==> src/rtl/brd_pkg.sv <==
package brd_pkg;
  typedef enum logic [1:0] {
    SRC_INT_ROM = 2'd0,
    SRC_EXT_MEM = 2'd1,
    SRC_SRAM    = 2'd2
  } boot_src_e;
endpackage

==> src/rtl/boot_remap_state.sv <==
module boot_remap_state
  import brd_pkg::*;
(
  input  logic      clk_i,
  input  logic      rst_i,
  input  logic      boot_ext_i,
  input  logic      remap_set_i,
  input  logic      remap_clr_i,
  output logic      remap_q,
  output logic      boot_ext_q,
  output boot_src_e src_o
);
  always_ff @(posedge clk_i) begin
    if (rst_i) begin
      remap_q    <= 1'b0;
      boot_ext_q <= boot_ext_i;
    end else if (remap_clr_i) begin
      remap_q <= 1'b0;
    end else if (remap_set_i) begin
      remap_q <= 1'b1;
    end
  end

  always_comb begin
    if (remap_q)         src_o = SRC_SRAM;
    else if (boot_ext_q) src_o = SRC_EXT_MEM;
    else                 src_o = SRC_INT_ROM;
  end
endmodule

==> src/rtl/region_table_match.sv <==
module region_table_match #(
  parameter int unsigned ADDR_W    = 32,
  parameter int unsigned N_REGIONS = 5,
  parameter int unsigned SLV_W     = 3,
  parameter logic [N_REGIONS*ADDR_W-1:0] REG_BASE  = '0,
  parameter logic [N_REGIONS*8-1:0]      REG_LOG2  = '0,
  parameter logic [N_REGIONS*8-1:0]      REG_SLAVE = '0
) (
  input  logic [ADDR_W-1:0] addr_i,
  output logic              hit_o,
  output logic [SLV_W-1:0]  slave_o
);
  logic [N_REGIONS-1:0] hit;
  logic [SLV_W-1:0]     slv_tab [N_REGIONS];

  for (genvar g = 0; g < N_REGIONS; g++) begin : g_entry
    localparam int unsigned        LG   = int'(REG_LOG2[g*8 +: 8]);
    localparam logic [ADDR_W-1:0]  BASE = REG_BASE[g*ADDR_W +: ADDR_W];
    localparam logic [ADDR_W-1:0]  MASK = {ADDR_W{1'b1}} << LG;
    assign hit[g]     = ((addr_i ^ BASE) & MASK) == '0;
    assign slv_tab[g] = REG_SLAVE[g*8 +: SLV_W];
  end

  // lowest index has priority: scan downward so it is written last
  always_comb begin
    hit_o   = 1'b0;
    slave_o = '0;
    for (int i = N_REGIONS - 1; i >= 0; i--) begin
      if (hit[i]) begin
        hit_o   = 1'b1;
        slave_o = slv_tab[i];
      end
    end
  end
endmodule

==> src/rtl/boot_remap_decoder.sv <==
module boot_remap_decoder
  import brd_pkg::*;
#(
  parameter int unsigned ADDR_W    = 32,
  parameter int unsigned N_SLAVES  = 8,
  parameter int unsigned BOOT_LOG2 = 20,
  parameter int unsigned SLV_INT   = 0,
  parameter int unsigned SLV_EXT   = 1,
  parameter int unsigned SLV_SRAM  = 2,
  parameter int unsigned N_REGIONS = 5,
  parameter logic [N_REGIONS*ADDR_W-1:0] REG_BASE =
    {32'hF000_0000, 32'h1000_0000, 32'h1000_0000, 32'h0020_0000, 32'h0010_0000},
  parameter logic [N_REGIONS*8-1:0] REG_LOG2  = {8'd28, 8'd28, 8'd12, 8'd20, 8'd20},
  parameter logic [N_REGIONS*8-1:0] REG_SLAVE = {8'd3, 8'd1, 8'd4, 8'd2, 8'd0}
) (
  input  logic                clk_i,
  input  logic                rst_i,
  input  logic                boot_ext_i,
  input  logic                remap_set_i,
  input  logic                remap_clr_i,
  input  logic                valid_i,
  input  logic [ADDR_W-1:0]   addr_i,
  output logic [N_SLAVES-1:0] sel_o,
  output logic                err_o
);
  localparam int unsigned SLV_W = (N_SLAVES > 1) ? $clog2(N_SLAVES) : 1;

  logic       remap_q;
  logic       boot_ext_q;
  boot_src_e  src;

  boot_remap_state u_state (
    .clk_i      (clk_i),
    .rst_i      (rst_i),
    .boot_ext_i (boot_ext_i),
    .remap_set_i(remap_set_i),
    .remap_clr_i(remap_clr_i),
    .remap_q    (remap_q),
    .boot_ext_q (boot_ext_q),
    .src_o      (src)
  );

  logic             tab_hit;
  logic [SLV_W-1:0] tab_slave;

  region_table_match #(
    .ADDR_W   (ADDR_W),
    .N_REGIONS(N_REGIONS),
    .SLV_W    (SLV_W),
    .REG_BASE (REG_BASE),
    .REG_LOG2 (REG_LOG2),
    .REG_SLAVE(REG_SLAVE)
  ) u_table (
    .addr_i (addr_i),
    .hit_o  (tab_hit),
    .slave_o(tab_slave)
  );

  logic                boot_hit;
  logic [SLV_W-1:0]    boot_slave;
  logic [SLV_W-1:0]    tgt;
  logic                miss;
  logic [N_SLAVES-1:0] sel_d;

  assign boot_hit = addr_i[ADDR_W-1:BOOT_LOG2] == '0;

  always_comb begin
    unique case (src)
      SRC_SRAM:    boot_slave = SLV_W'(SLV_SRAM);
      SRC_EXT_MEM: boot_slave = SLV_W'(SLV_EXT);
      default:     boot_slave = SLV_W'(SLV_INT);
    endcase
  end

  assign tgt  = boot_hit ? boot_slave : tab_slave;
  assign miss = !boot_hit && !tab_hit;

  always_comb begin
    sel_d = '0;
    if (valid_i && !miss) sel_d[tgt] = 1'b1;
  end

  always_ff @(posedge clk_i) begin
    if (rst_i) begin
      sel_o <= '0;
      err_o <= 1'b0;
    end else begin
      sel_o <= sel_d;
      err_o <= valid_i && miss;
    end
  end
endmodule

==> config.mk <==
export PLATFORM = sky130hd
export DESIGN_NAME = boot_remap_decoder
export DESIGN_NICKNAME = d
export VERILOG_FILES = /design/src/rtl/brd_pkg.sv /design/src/rtl/boot_remap_state.sv /design/src/rtl/region_table_match.sv /design/src/rtl/boot_remap_decoder.sv
export SDC_FILE = /design/constraint.sdc
export NUM_CORES = 1
export LEC_CHECK = 0
export ABC_AREA = 0
export BUFFER_PORTS_ARGS = -buffer_cell sky130_fd_sc_hd__buf_2
export CAP_MARGIN = 20
export CELL_PAD_IN_SITES_DETAIL_PLACEMENT = 1
export CELL_PAD_IN_SITES_GLOBAL_PLACEMENT = 2
export CORE_MARGIN = 2
export CORE_UTILIZATION = 19
export CTS_CLUSTER_SIZE = 14
export DETAILED_ROUTE_END_ITERATION = 8
export PLACE_DENSITY = 0.82
export REMOVE_ABC_BUFFERS = 1
export SLEW_MARGIN = 10
export SYNTH_ARGS = -nofsm -noshare
export SYNTH_HDL_FRONTEND = slang
export SYNTH_SLANG_ARGS = --single-unit
==> constraint.sdc <==
create_clock -name clk_i -period 4.2 [get_ports clk_i]
set_input_delay 1.05 -clock clk_i [delete_from_list [all_inputs] [get_ports clk_i]]
set_output_delay 1.05 -clock clk_i [all_outputs]
set_load 0.1 [all_outputs]
Yosys cells after proc, flatten, opt, wreduce, memory -nomap -nowiden
Index checks and enable logic that the tools add are counted.
{"block": "totals", "register_bits": 11, "in_bits": 38, "elab_cells": 44, "out_inout_bits": 9}
{"block": "op_classes", "muxes": 16, "reduce_logical": 15, "n_bitwise": 5, "eq_ne": 2, "order_cmp": 2}
{"operator": "$logic_not A32 Y1", "count": 5}
{"operator": "$mux W3", "count": 5}
{"operator": "$logic_not A12 Y1", "count": 1}
{"operator": "$mux W1", "count": 7}
{"operator": "$logic_and A1 B1 Y1", "count": 4}
{"operator": "$lt A3 B4 Y1 const B", "count": 1}
{"operator": "$mux W2", "count": 2}
{"operator": "$not A1 Y1", "count": 4}
{"operator": "$not A4 Y4", "count": 1}
{"operator": "$pmux W2 S2", "count": 1}
{"operator": "$reduce_or A2 Y1", "count": 2}
{"operator": "$demux W1 S3", "count": 1}
{"operator": "$ge A3 B1 Y1 const B", "count": 1}
{"operator": "$logic_not A1 Y1", "count": 3}
{"operator": "$eq A2 B1 Y1 const B", "count": 1}
{"operator": "$eq A2 B2 Y1 const B", "count": 1}

Depth between registers and ports, before layout
Gate-level depths: netlist (run 1).
{"block": "depth", "ltp_word": 13, "ltp_mapped": 5, "mapped_depth_nobuf": 4}

Hierarchy
Synthesis (run 1) repeated with hierarchy kept, for this count alone.
{"block": "unflattened", "cells_unflattened": 57, "hier_area_um2": 581.8}
{"module": "boot_remap_decoder", "cells_each": 35, "seq_area_each_um2": 180.2, "area_per_inst_um2": 380.4, "instances": 1}
{"module": "region_table_match", "cells_each": 16, "seq_area_each_um2": 0.0, "area_per_inst_um2": 123.9, "instances": 1}
{"module": "boot_remap_state", "cells_each": 6, "seq_area_each_um2": 50.0, "area_per_inst_um2": 77.6, "instances": 1}

Worst setup path after synthesis (run 1)
OpenSTA, ideal clock, no wires.
{"block": "synth_timing", "kind": "in2reg", "start": "input port addr_i[25]", "end": "register sel_o[2]", "arrival_ns": 2.341, "path_buffers": 1, "slack_ns": 1.743, "setup_time_ns": 0.116, "stages": 5, "t_required_ns": 4.084, "cell_sequence": "or4_4 -> buf_6 -> o41ai_1 -> o21bai_1 -> and3b_1"}
{"block": "synth_between", "elab_chain_cells": 10, "word_cells_on_any_way": 23, "classes_between": "order compare: 2; mux: 9; bitwise: 1; reduce/logical: 11"}
{"element": "start, declared", "line": "boot_remap_decoder.sv:22", "rtl": "input logic [ADDR_W-1:0] addr_i,"}
{"element": "branches (longest 10 deep; another with $lt A3 B4 Y1)"}
{"element": "end signal, assigned", "line": "boot_remap_decoder.sv:88", "rtl": "sel_o <= sel_d;"}
{"element": "end, declared", "line": "boot_remap_decoder.sv:23", "rtl": "output logic [N_SLAVES-1:0] sel_o,"}
Several ways; the timed one is not identified.
A chain may end at the register's enable or synchronous reset.

Final worst setup path (run 1)
Same ends and word-level chain as after synthesis.

==> results of run 1 <==
placed cells by master, fill, tap and decap left out, drive strengths merged:
cell and instances:
nor2b 1, nor4 5, nand4 1, clkbuf 4, nand2b 1, a211o 1
nor3b 2, and3b 1, nand3 1, nor3 4, dfxtp 10, conb 3
o41ai 2, o21ai 3, or3 2, nor2 3, buf 34, o21bai 1
or4 3, edfxtp 1, a21boi 1, nand4b 1
critical path, cell delays in order:
cell and delay [ps]:
buf_2 100, or4_4 580, o41ai_1 390, o21bai_1 180, and3b_1 190
layout make-up:
| type | count | area, µm² | area share, % |
|---|---|---|---|
| well taps | 30 | 37.5 | 5.20 |
| clock buffers | 4 | 26.3 | 3.64 |
| repair buffers | 34 | 170 | 23.6 |
| multi-input cells | 36 | 258 | 35.7 |
| flip-flops and latches | 11 | 230 | 31.9 |
stage by stage:
stage	cell area (µm²)	hold WS [ps]
floorplan	488	471
global placement	696	499
detailed placement	696	515
CTS	722	523
global route	722	556
finish	722	512
where the power goes:
| part | internal [mW] | switching [mW] | total (mW) |
|---|---|---|---|
| logic | 0.0148 | 0.0298 | 0.0446 |
| clock network | 0.0366 | 0.0303 | 0.0670 |
| registers | 0.109 | 0.000814 | 0.110 |
| total | 0.161 | 0.0610 | 0.222 |
cell families (layout without fill, tap and decap cells):
kind of cell	after synthesis	count (layout)	synth area share, %
flip-flops	11	11	46.8
AND/OR/NAND/NOR	25	25	37.1
other	1	3	0.763
AO/OA/AOI/OAI	8	8	13.0
buffers and inverters	1	38	2.29
layer usage:
metal	GRT usage, %	up-vias
met3	3.55	0
li1	-	257
met1	11.4	238
met2	15.1	16
met5	0	-
met4	2.50	0
state kept, by name, indices dropped and copies added (netlist names):
signal,cells
sel_o,8
u_state.remap_q,1
u_state.boot_ext_q,1
err_o,1
worst max path at each step:
stage,end,cells past startpoint
2_1_floorplan,sel_o[2]$_SDFF_PP0_,4
3_3_place_gp,sel_o[2]$_SDFF_PP0_,5
3_5_place_dp,sel_o[2]$_SDFF_PP0_,5
4_1_cts,sel_o[2]$_SDFF_PP0_,5
5_1_grt,sel_o[1]$_SDFF_PP0_,5
6_report,sel_o[2]$_SDFF_PP0_,5
==> reports/metrics.cfg, run 1 <==
[routing]
dr_wl_met3_um = 72
vias_per_cell = 4.44
drtIter0Drc = 2
dr.max_layer_used = met3
wl_per_cell_um = 11.1
vias = 511
met1Wirelength_um = 515
ant_nets = 0
drc = 0
first_pass_iters = 2
wl_mm = 1.27
met2_length_um = 686

[layout]
areaGrowthSynthToFinish_pct = 46.8
instances_no_fill = 115
nFillCells = 309
drive_above_1_share_pct = 52.9
insertedDiodeCount = 0
nNetsFinal = 124
fin_util_pct = 29.4

[global_route]
track_usage_pct = 9.31
grt_pass1_wl_mm = 1.99
antenna_found_initial = 0
grt_pass1_vias = 460
grt_max_degree = 7
grt_overflow = 0

[timing]
setup_violations = 0
rsz0062_at_grt = false
post-route-period-util_pct = 55.6
fmaxAchievable_mhz = 428
period_needed_ps = 2330
fin_skew_ps = 0.545
setup_tns_ps = 0
timing.final.ws_setup_ps = 1870
slew_viol_final = 0
final-hold-violation-count = 0

[worst_hold_path]
worstHoldStart = u_state.remap_q$_SDFFE_PP0P_
holdPathEnd = u_state.remap_q$_SDFFE_PP0P_
worstHoldPathType = register to register
hold_depth = 2

[critical_path]
r2r_start = u_state.remap_q$_SDFFE_PP0P_
required_ps = 4350
r2r_end = sel_o[2]$_SDFF_PP0_
r2r_slack_ps = 2980
path_class = primary input to register
end_kind = register
setup.worst_path.start = addr_i[25]
worstSetupStartpointType = primary input
reg2reg_depth = 4
cp_max_fo = 6
worstPathArrival_ps = 2490

[placement]
portBuffers = 34
gp_congestion = 0.663
dpl.hpwl_mm = 1.10
dp_slack_ps = 1620
placed_cells = 111

[synth]
synth_edf_count = 1
synth_top_area_cell = dfxtp_1
yosysSeqAreaShare_pct = 46.8
synth_area_leaders = dfxtp_1 41%, or4_4 6.9%, edfxtp_1 6.1%, nor4_2 5.1%, nor4_1 3.8%
synth_top_cell_area_share_pct = 40.7
synth-seq-cells = 11
synth_cell_type_count = 25
syn_area_um2 = 492
ys_warn_count = 0
yosys-top-cells-count = 10 x dfxtp_1, 3 x nor2_1, 3 x nor3_1, 3 x nor4_1, 3 x or4_4
synthMostInstantiatedCell = dfxtp_1
ys.flop_type = dfxtp_1
async_reset_ff_share_pct = 0
postSynthAreaPerCell_um2 = 10.7
syn_inst = 46

[floorplan]
die_w_um = 54.9
die_area_mm2 = 0.00301
rows = 18
die_h_um = 54.9
io_pins = 47
core-area_mm2 = 0.00245
start_util_pct = 20.0

[pwr]
powerDensity_mw_per_mm2 = 307
p_total_mw = 0.222
power_leakage_nw = 0.316
vdd_ir_drop_max_mv = 0.202

[cts]
clk_pin_slew_worst_paths_ps = 60
clkSinkCount = 11
ctsLongestPathBuffers = 2
cts_tree = built
h-tree-depth = 1
root_buffer = clkbuf_4
numCtsBuffers = 3
clkLatencyLatePin_ps = 260
ctsResizeCount = 0
cts_setup_buffers = 0
holdBufCountCts = 0

[flow_run]
max-cap-violations = 0

[status]
outcome = finished, final reports clean

No activity file was read; power rests on OpenSTA's default activity.
==> run 2, diff against run 1 <==
- CORE_ASPECT_RATIO: default -> 0.5
- CORE_UTILIZATION: 19 -> 16
- PLACE_DENSITY: 0.82 -> 0.74
- clock period: 4.2 -> 2 ns (I/O delays scaled with it)
==> run 2 against run 1 <==
  * Final area is 7.5% higher
  * Clock skew grew 4.9 ps
  * Combinational power increased by 110%
  * Sequential cell count did not move
  * Sequential power is 110% higher
  * Clock-buffer cell count stayed put
  * Non-clock buffer count increased by 3
  * Hold slack worse by 96 ps
  * Largest power group unchanged
  * Die area is 18% higher
  * Global-route usage fell by 1.8 points
  * Total power is 150% higher
  * Largest cell class unchanged
==> reports/metrics.cfg, run 2 (synthesis gave the netlist of run 1 again) <==
[pwr]
powerDensity_mw_per_mm2 = 710  ; was 307 mW/mm²
p_switching_mw = 0.147  ; was 0.0610 mW
power_leakage_nw = 0.337  ; was 0.316 nW
switching_share_pct = 26.7  ; was 27.5%
vdd_ir_drop_max_mv = 0.202  ; about the same
combPwrFrac_pct = 17.4  ; was 20.1%
p_seq_share_pct = 42.3  ; was 49.7%
p_int_mw = 0.404  ; was 0.161 mW
p_clk_share_pct = 40.4  ; was 30.2%

[layout]
fin_util_pct = 26.2  ; was 29.4%
largest_reg_flops = 8  ; unchanged
drive_above_1_share_pct = 54.5  ; was 52.9%
instances_no_fill = 128  ; was 115
nNetsFinal = 127  ; was 124
regMostFlops = sel_o  ; unchanged
final_cell_area_um2 = 776  ; was 722 µm²
mostFrequentLayoutCells = 34 x buf_2, 10 x dfxtp_1  ; unchanged
final_common_cell = buf_2  ; unchanged
insertedDiodeCount = 0  ; unchanged
areaGrowthSynthToFinish_pct = 57.8  ; was 46.8%

[floorplan]
die_area_mm2 = 0.00356  ; was 0.00301 mm²
rows = 14  ; was 18
io_pins = 47  ; unchanged
die_w_um = 82.4  ; was 54.9 µm
die_h_um = 43.2  ; was 54.9 µm
start_util_pct = 16.6  ; was 20.0%
core-area_mm2 = 0.00296  ; was 0.00245 mm²

[placement]
portBuffers = 34  ; unchanged
gp_congestion = 0.679  ; was 0.663
placed_cells = 124  ; was 111
dpl_cell_area_um2 = 731  ; was 696 µm²

[cts]
ctsResizeCount = 0  ; unchanged
ctsLongestPathBuffers = 2  ; unchanged
clk_pin_slew_worst_paths_ps = 50  ; was 60 ps
cts_setup_buffers = 0  ; unchanged
cts_tree = built  ; unchanged
root_buffer = clkbuf_8  ; was clkbuf_4
clkLatencyLatePin_ps = 240  ; was 260 ps
numCtsBuffers = 3  ; unchanged
h-tree-depth = 1  ; unchanged
clkSinkCount = 11  ; unchanged
holdBufCountCts = 0  ; unchanged

[routing]
ant_nets = 0  ; unchanged
vias = 503  ; was 511
first_pass_iters = 3  ; was 2
wl_mm = 1.24  ; was 1.27 mm
drtIter0Drc = 8  ; was 2
wl_per_cell_um = 9.71  ; was 11.1 µm
drc = 0  ; unchanged
vias_per_cell = 3.93  ; was 4.44

[critical_path]
reg2reg_depth = 4  ; unchanged
end_kind = register  ; unchanged
required_ps = 2130  ; was 4350 ps
path_class = primary input to register  ; unchanged
worstPathArrival_ps = 1900  ; was 2490 ps
worstSetupStartpointType = primary input  ; unchanged
cp_max_fo = 5  ; was 6

[flow_run]
max-cap-violations = 0  ; unchanged

[worst_hold_path]
worstHoldPathType = primary input to register  ; was register to register
hold_depth = 2  ; unchanged

[timing]
fin_skew_ps = 5.47  ; was 0.545 ps
setup_violations = 0  ; unchanged
slew_viol_final = 0  ; unchanged
final-hold-violation-count = 0  ; unchanged
fmaxAchievable_mhz = 564
period_needed_ps = 1770
post-route-period-util_pct = 88.6
rsz0062_at_grt = false  ; unchanged

[global_route]
antenna_found_initial = 0  ; unchanged
grt_pass1_wl_mm = 2.10  ; was 1.99 mm
grt_max_degree = 7  ; unchanged
grt_pass1_vias = 494  ; was 460
grt_overflow = 0  ; unchanged
track_usage_pct = 7.50  ; was 9.31%

[status]
outcome = finished, final reports clean  ; unchanged

[run 2: changes by cell type in the layout (fill, tap and decap cells not counted)]
cell,previous run,this run
clkbuf_4,3,0
buf_4,0,3
clkbuf_8,0,3
[run 2: power by group through the flow]
| stage | logic [mW] | clock network (mW) | registers, mW |
|---|---|---|---|
| after global routing | 0.103 | 0.238 | 0.233 |
| final | 0.0956 | 0.222 | 0.233 |
| after global placement | 0.0953 | 0 | 0.237 |
| after floorplan | 0.0198 | 0 | 0.273 |
| after detailed placement | 0.0960 | 0 | 0.237 |
| after CTS | 0.0965 | 0.231 | 0.233 |
[run 2: final timing paths]
kind,slack [ps],end,start
worst max register to register,790,sel_o[2]$_SDFF_PP0_,u_state.remap_q$_SDFFE_PP0P_
worst min register to register,510,u_state.remap_q$_SDFFE_PP0P_,u_state.remap_q$_SDFFE_PP0P_
worst min-delay path,420,u_state.remap_q$_SDFFE_PP0P_,remap_clr_i
worst max-delay path,230,sel_o[2]$_SDFF_PP0_,addr_i[25]
[run 2: area by class of cell]
class	count	area, µm²
fillers	357	2180
clock buffers	4	45.0
multi-input cells	36	258
flip-flops and latches	11	230
repair buffers	37	193
well taps	40	50.0
[run 2: per-stage QoR]
stage | power (mW) | setup TNS (ps) | hold slack, ps | worst slack [ps]
final | 0.551 | 0 | 416 | 228
after floorplan | 0.292 | 0 | 471 | 160
after global routing | 0.574 | 0 | 424 | 161
after detailed placement | 0.333 | -3.24 | 506 | -3.24
after global placement | 0.332 | -46.0 | 503 | -46.0
after CTS | 0.560 | 0 | 415 | 235
[run 2: critical path: stages]
cell,delay (ps)
buf_2,100
or4_4,570
o41ai_1,350
o21bai_1,180
and3b_1,200
[run 2: per-layer routing]
layer | vias up | track usage [%] | wire (µm)
li1 | 260 | - | -
met1 | 235 | 9.52 | 572
met4 | 0 | 2.00 | 12
met3 | 2 | 1.91 | 50
met2 | 6 | 12.6 | 608
met5 | - | 0 | 0
